--- src/rtl/ocp_pkg.sv ---
package ocp_pkg;

  typedef enum logic [1:0] {
    ST_DIS  = 2'd0,
    ST_RUN  = 2'd1,
    ST_OFF  = 2'd2,
    ST_SOFT = 2'd3
  } hic_state_e;

  // Bits needed to hold values 0..n
  function automatic int cnt_w(input int n);
    return (n < 1) ? 1 : $clog2(n + 1);
  endfunction

  function automatic int max3(input int a, input int b, input int c);
    int m;
    m = (a > b) ? a : b;
    return (m > c) ? m : c;
  endfunction

  // Index of the final tick of a window lasting n ticks
  function automatic int last_tick(input int n);
    return (n < 1) ? 0 : n - 1;
  endfunction

endpackage

--- src/rtl/ocp_tick_gen.sv ---
module ocp_tick_gen #(
  parameter int TICK_DIV = 100000
) (
  input  logic clk,
  input  logic rst_n,
  output logic tick
);
  import ocp_pkg::*;

  localparam int DW = cnt_w(TICK_DIV);

  generate
    if (TICK_DIV <= 1) begin : g_every
      assign tick = rst_n;
    end else begin : g_div
      logic [DW-1:0] div_q;
      logic          wrap;

      assign wrap = (div_q == DW'(TICK_DIV - 1));
      assign tick = wrap;

      always_ff @(posedge clk or negedge rst_n) begin
        if (!rst_n) div_q <= '0;
        else if (wrap) div_q <= '0;
        else div_q <= div_q + 1'b1;
      end

      AST_TICK_PULSE: assert property (@(posedge clk) disable iff (!rst_n)
        tick |=> !tick) else $error("tick wider than one cycle");
    end
  endgenerate

endmodule

--- src/rtl/ocp_hiccup_ch.sv ---
module ocp_hiccup_ch #(
  parameter int QUAL_TICKS = 51,
  parameter int OFF_TICKS  = 900,
  parameter int SS_TICKS   = 20
) (
  input  logic clk,
  input  logic rst_n,
  input  logic tick,
  input  logic ch_en,
  input  logic static_lim,
  input  logic oc,
  output logic out_en,
  output logic soft_act,
  output logic olf
);
  import ocp_pkg::*;

  localparam int TW = cnt_w(max3(QUAL_TICKS, OFF_TICKS, SS_TICKS));

  hic_state_e    st_q, st_d;
  logic [TW-1:0] tmr_q, tmr_d;

  // Named internal events
  logic qual_done, off_done, ss_done, trip_evt;

  assign qual_done = (st_q == ST_RUN)  && (tmr_q == TW'(QUAL_TICKS));
  assign off_done  = (st_q == ST_OFF)  && (tmr_q == TW'(last_tick(OFF_TICKS)));
  assign ss_done   = (st_q == ST_SOFT) && (tmr_q == TW'(last_tick(SS_TICKS)));
  assign trip_evt  = qual_done && oc && tick;

  always_comb begin
    st_d  = st_q;
    tmr_d = tmr_q;
    if (!ch_en) begin
      st_d  = ST_DIS;
      tmr_d = '0;
    end else if (static_lim) begin
      st_d  = ST_RUN;
      tmr_d = '0;
    end else begin
      unique case (st_q)
        ST_DIS: begin
          st_d  = ST_RUN;
          tmr_d = '0;
        end
        ST_RUN: begin
          if (!oc) tmr_d = '0;
          else if (tick) begin
            if (qual_done) begin
              st_d  = ST_OFF;
              tmr_d = '0;
            end else begin
              tmr_d = tmr_q + 1'b1;
            end
          end
        end
        ST_OFF: begin
          if (tick) begin
            if (off_done) begin
              st_d  = ST_SOFT;
              tmr_d = '0;
            end else begin
              tmr_d = tmr_q + 1'b1;
            end
          end
        end
        ST_SOFT: begin
          if (tick) begin
            if (ss_done) begin
              st_d  = ST_RUN;
              tmr_d = '0;
            end else begin
              tmr_d = tmr_q + 1'b1;
            end
          end
        end
        default: begin
          st_d  = ST_DIS;
          tmr_d = '0;
        end
      endcase
    end
  end

  always_ff @(posedge clk or negedge rst_n) begin
    if (!rst_n) begin
      st_q  <= ST_DIS;
      tmr_q <= '0;
    end else begin
      st_q  <= st_d;
      tmr_q <= tmr_d;
    end
  end

  assign out_en   = (st_q == ST_RUN) || (st_q == ST_SOFT);
  assign soft_act = (st_q == ST_SOFT);
  assign olf      = (st_q == ST_OFF);

  AST_DISABLE_QUIET: assert property (@(posedge clk) disable iff (!rst_n)
    !ch_en |=> (!out_en && !olf && !soft_act)) else $error("disable ignored");
  AST_TRIP_NEEDS_FAULT: assert property (@(posedge clk) disable iff (!rst_n)
    $rose(olf) |-> ($past(oc) && $past(tick) && !$past(static_lim))) else $error("trip without fault tick");
  AST_QUAL_BOUND: assert property (@(posedge clk) disable iff (!rst_n)
    (st_q == ST_RUN) |-> (tmr_q <= TW'(QUAL_TICKS))) else $error("qualification overrun");
  AST_OFF_MEANS_DARK: assert property (@(posedge clk) disable iff (!rst_n)
    olf |-> !out_en) else $error("output on during forced-off");
  AST_FLAG_HOLDS: assert property (@(posedge clk) disable iff (!rst_n)
    (olf && !tick && ch_en && !static_lim) |=> olf) else $error("flag dropped between ticks");
  AST_SOFT_FOLLOWS: assert property (@(posedge clk) disable iff (!rst_n)
    ($fell(olf) && $past(ch_en) && !$past(static_lim)) |-> (soft_act && out_en)) else $error("no soft-start after off");
  AST_STATIC_RUNS: assert property (@(posedge clk) disable iff (!rst_n)
    (static_lim && ch_en) |=> (out_en && !olf && !soft_act)) else $error("static mode tripped");

endmodule

--- src/rtl/ocp_retry_timer.sv ---
module ocp_retry_timer #(
  parameter int NCH        = 2,
  parameter int TICK_DIV   = 100000,
  parameter int QUAL_TICKS = 51,
  parameter int OFF_TICKS  = 900,
  parameter int SS_TICKS   = 20
) (
  input  logic           clk,
  input  logic           rst_n,
  input  logic [NCH-1:0] ch_en,
  input  logic           static_lim,
  input  logic [NCH-1:0] oc,
  output logic [NCH-1:0] out_en,
  output logic [NCH-1:0] soft_act,
  output logic [NCH-1:0] olf
);

  logic ms_tick;

  ocp_tick_gen #(.TICK_DIV(TICK_DIV)) u_tick (
    .clk  (clk),
    .rst_n(rst_n),
    .tick (ms_tick)
  );

  generate
    for (genvar c = 0; c < NCH; c++) begin : g_ch
      ocp_hiccup_ch #(
        .QUAL_TICKS(QUAL_TICKS),
        .OFF_TICKS (OFF_TICKS),
        .SS_TICKS  (SS_TICKS)
      ) u_ch (
        .clk       (clk),
        .rst_n     (rst_n),
        .tick      (ms_tick),
        .ch_en     (ch_en[c]),
        .static_lim(static_lim),
        .oc        (oc[c]),
        .out_en    (out_en[c]),
        .soft_act  (soft_act[c]),
        .olf       (olf[c])
      );
    end
  endgenerate

  AST_RESET_DARK: assert property (@(posedge clk)
    !rst_n |-> (out_en == '0 && olf == '0 && soft_act == '0)) else $error("outputs live in reset");

endmodule

--- config.mk ---
export PLATFORM = sky130hd
export DESIGN_NAME = ocp_retry_timer
export DESIGN_NICKNAME = d
export VERILOG_FILES = /design/src/rtl/ocp_pkg.sv /design/src/rtl/ocp_tick_gen.sv /design/src/rtl/ocp_hiccup_ch.sv /design/src/rtl/ocp_retry_timer.sv
export SDC_FILE = /design/constraint.sdc
export NUM_CORES = 1
export LEC_CHECK = 0
export CAP_MARGIN = 20
export CORE_ASPECT_RATIO = 0.9
export CORE_MARGIN = 5
export CORE_UTILIZATION = 55
export CTS_BUF_LIST = sky130_fd_sc_hd__clkbuf_16
export DETAILED_ROUTE_END_ITERATION = 12
export DONT_BUFFER_PORTS = 1
export GPL_TIMING_DRIVEN = 0
export PLACE_DENSITY_LB_ADDON = 0.1
export SYNTH_ARGS = -nofsm -noshare
export SYNTH_HDL_FRONTEND = slang
export SYNTH_SLANG_ARGS = --single-unit
--- constraint.sdc ---
create_clock -name clk -period 3.25 [get_ports clk]
set_input_delay 0.1625 -clock clk [delete_from_list [all_inputs] [get_ports clk]]
set_output_delay 0.1625 -clock clk [all_outputs]
set_load 0.05 [all_outputs]
==> reports/metrics.yaml <==
status:
  outcome: "complete, no violations"
critical_path:
  crit_type: "reg -> reg"
  critPathMaxFanout: 10
  path_buf_inv: 0
  cp.required_ps: 3420
  cp.arrival_ps: 2480
  path_delay_family: "compound AO/OA/AOI/OAI gates"
  start_kind: "register"
  crit_chain: "ha_1 > nor4bb_1 > a31oi_1 > o31ai_4 > nor2_4 > a221o_1"
  end_kind: "register"
  slowest_stage: "nor4bb_1"
  cp_slowest_stage_delay_ps: 470
global_routing:
  grt_pass1_vias: 1995
  overflow: 0
  grt_pass1_wl_microns: 9410
  grt_max_degree: 42
  antenna_found_initial: 0
  track_usage_pct: 20.1
sta:
  slew_violations: 0
  final.min_clock_period_ps: 2310
  rsz0062_at_grt: "no"
  tightest_slew_ps: 533
  finalSetupViolations: 0
  fin_worst_skew_ps: 3.64
  final.setup.tns_ps: 0
  fin_ws_ps: 936
  finalCritPeriodShare_pct: 71.2
  hold_ws_ps: 8.77
  fmax_ghz: 0.432
  hold_viol: 0
  slew_headroom_pct: 64.0
drt:
  avgViaCountPerCell: 5.95
  via_count: 1976
  post_drt_wl_per_cell_microns: 16.0
  drt_iter0_drc: 105
  ant_nets: 0
  totalWireLength_microns: 5320
  firstDrtPassIters: 4
  route.detailed.drc: 0
power_and_ir_drop:
  internal-power_mw: 1.00
  p_switching_mw: 0.293
  clockPowerShare_pct: 50.3
  pwr-share-comb_pct: 9.4
  pwr-share-seq_pct: 40.3
  powerDensity_mw_per_mm2: 450
  peakVddDrop_uv: 284
  total_power_mw: 1.30
  p_leak_nw: 1.29
  swShare_pct: 22.6
logic_synthesis:
  ys_top_cells_by_area: "dfrtp_1 40%, ha_1 6.3%, nor2_1 3.4%"
  ys_ff_latch: 41
  seq_area_frac_synth_pct: 40.0
  synth_warnings: 0
  synth_mux_area_share_pct: 1.66
  syn_area_sq_mm: 0.00256
  synth_nets: 279
  synth-adder-area-share_pct: 6.34
  synth_top_area_cell: "dfrtp_1"
  synth_xor_area_share_pct: 5.12
  synth-edff-count: 0
  synth_cells: 259
  synth_top_area_share_pct: 40.0
  async_flop_share_pct: 100
  synthSimpleGateAreaFrac_pct: 28.0
  syn_area_per_cell_sq_um: 9.90
  synth_top_family_by_area: "simple AND/OR/NAND/NOR gates"
  synth_cell_types: 56
  synth_compound_area_share_pct: 15.0
  ys.flop_type: "dfrtp_1"
  synth_common_cells: "41 x dfrtp_1, 23 x nor2_1, 17 x nand2_1, 16 x o21ai_0, 13 x ha_1"
  post-synth-top-count-cell: "dfrtp_1"
clocking:
  post_cts_buffers: 0
  cts_tree: "built"
  cts_htree_levels: 2
  clock_latency_ps: 280
  clockBufferDepth: 2
  root_buffer: "clkbuf_16"
  clock-sinks: 41
  cts_made_buffers: 5
  clkTransAtPathRegs_ps: 60
final_layout:
  design_area_sq_mm: 0.00288
  n_fill_cell: 368
  stdcell_count: 332
  final_core_util_pct: 64.1
  drive_gt1_share_pct: 16.3
  antenna_cells: 0
  areaGrowthSynthToFinish_pct: 12.1
  finalNetCount: 289
  seqCellArea_sq_mm: 0.00103
  multi_input_area_sq_mm: 0.00144
placed_design:
  place_area_sq_mm: 0.00264
  place_congestion: 0.769
  dpl_worst_slack_ps: 949
  dpl.cell_count: 321
  portBuffers: 0
  post-dp-hpwl_microns: 3690
run:
  cap_violations: 0
die:
  io-pin-count: 13
  die_y_microns: 74.8
  core_sq_mm: 0.00449
  start_util_pct: 57.1
  rows: 23
  die_x_microns: 82.0
  dieArea_sq_mm: 0.00613
hold_path:
  hold_path.class: "in -> reg"
[registers in the layout, summed over array words and instances (netlist names)]
name / flops
g_ch.u_ch.tmr_q: 20
u_tick.g_div.div_q: 17
g_ch.u_ch.st_q: 4
[logic make-up after synthesis]
group | count (synthesis)
mux | 4
xor+xnor | 15
compound gates | 51
buf+inv | 19
flops | 41
fa+ha+maj | 13
simple gates | 116
[routing by layer]
metal  vias to the layer above  GRT usage (%)  share of wire [%]
met5                         -              0                  0
met3                         4           4.55                4.8
met4                         0           9.78               0.85
met2                        46           30.3                 46
li1                        970              -                  -
met1                       956           27.5                 48
[worst paths after layout]
| path | start | endpoint | slack [ps] | cells after the start |
|---|---|---|---|---|
| max | g_ch[1].u_ch.tmr_q[0] | g_ch[1].u_ch.tmr_q[8] | 940 | 6 |
| min | ch_en[1] | g_ch[1].u_ch.st_q[0] | 9 | 2 |
| max reg2reg | g_ch[1].u_ch.tmr_q[0] | g_ch[1].u_ch.tmr_q[8] | 940 | 6 |
| min reg2reg | u_tick.g_div.div_q[4] | u_tick.g_div.div_q[4] | 510 | 1 |
| max in group asynchronous | rst_n | g_ch[1].u_ch.tmr_q[3] | 2700 | 2 |
| min in group asynchronous | rst_n | g_ch[0].u_ch.st_q[1] | 330 | 2 |
[timing repair]
| item | CTS | global route |
|---|---|---|
| endpoints found under the hold margin | 42 | 0 |
| gates resized for setup | 0 | 0 |
| hold buffers | 3 | 0 |
[power by group through the flow]
stage | Sequential, mW | Combinational, mW | Clock [mW]
after floorplan | 0.530 | 0.0913 | 0
after global placement | 0.531 | 0.104 | 0
after detailed placement | 0.531 | 0.107 | 0
after CTS | 0.522 | 0.123 | 0.668
after global routing | 0.523 | 0.134 | 0.688
final | 0.522 | 0.121 | 0.652
[cell usage in the layout, fill, tap and decap left out, drive strengths merged, types with 5 or more instances in the layout]
master | synthesis | final
ha | 13 | 13
xor2 | 7 | 7
or3 | 5 | 5
nor2 | 24 | 24
nor3 | 7 | 7
xnor2 | 8 | 8
dfrtp | 41 | 41
clkbuf | 1 | 6
and3 | 10 | 10
nor4b | 6 | 6
nor2b | 6 | 6
buf | 9 | 10
and2 | 5 | 5
nand3 | 11 | 11
nand4 | 6 | 6
o21ai | 16 | 16
a22o | 11 | 11
nand2 | 17 | 17
inv | 9 | 10
[area by class of cell]
class                           count  share of cell area [%]
Timing Repair Buffer                3                    1.39
Clock inverter                      3                    2.39
Inverter                            9                    1.17
Tap cell                           62                    2.70
Multi-Input combinational cell    199                    50.1
Sequential cell                    41                    35.7
Clock buffer                        5                    4.35
Buffer                             10                    2.26
Note: power is estimated with default switching activity, not from simulation.
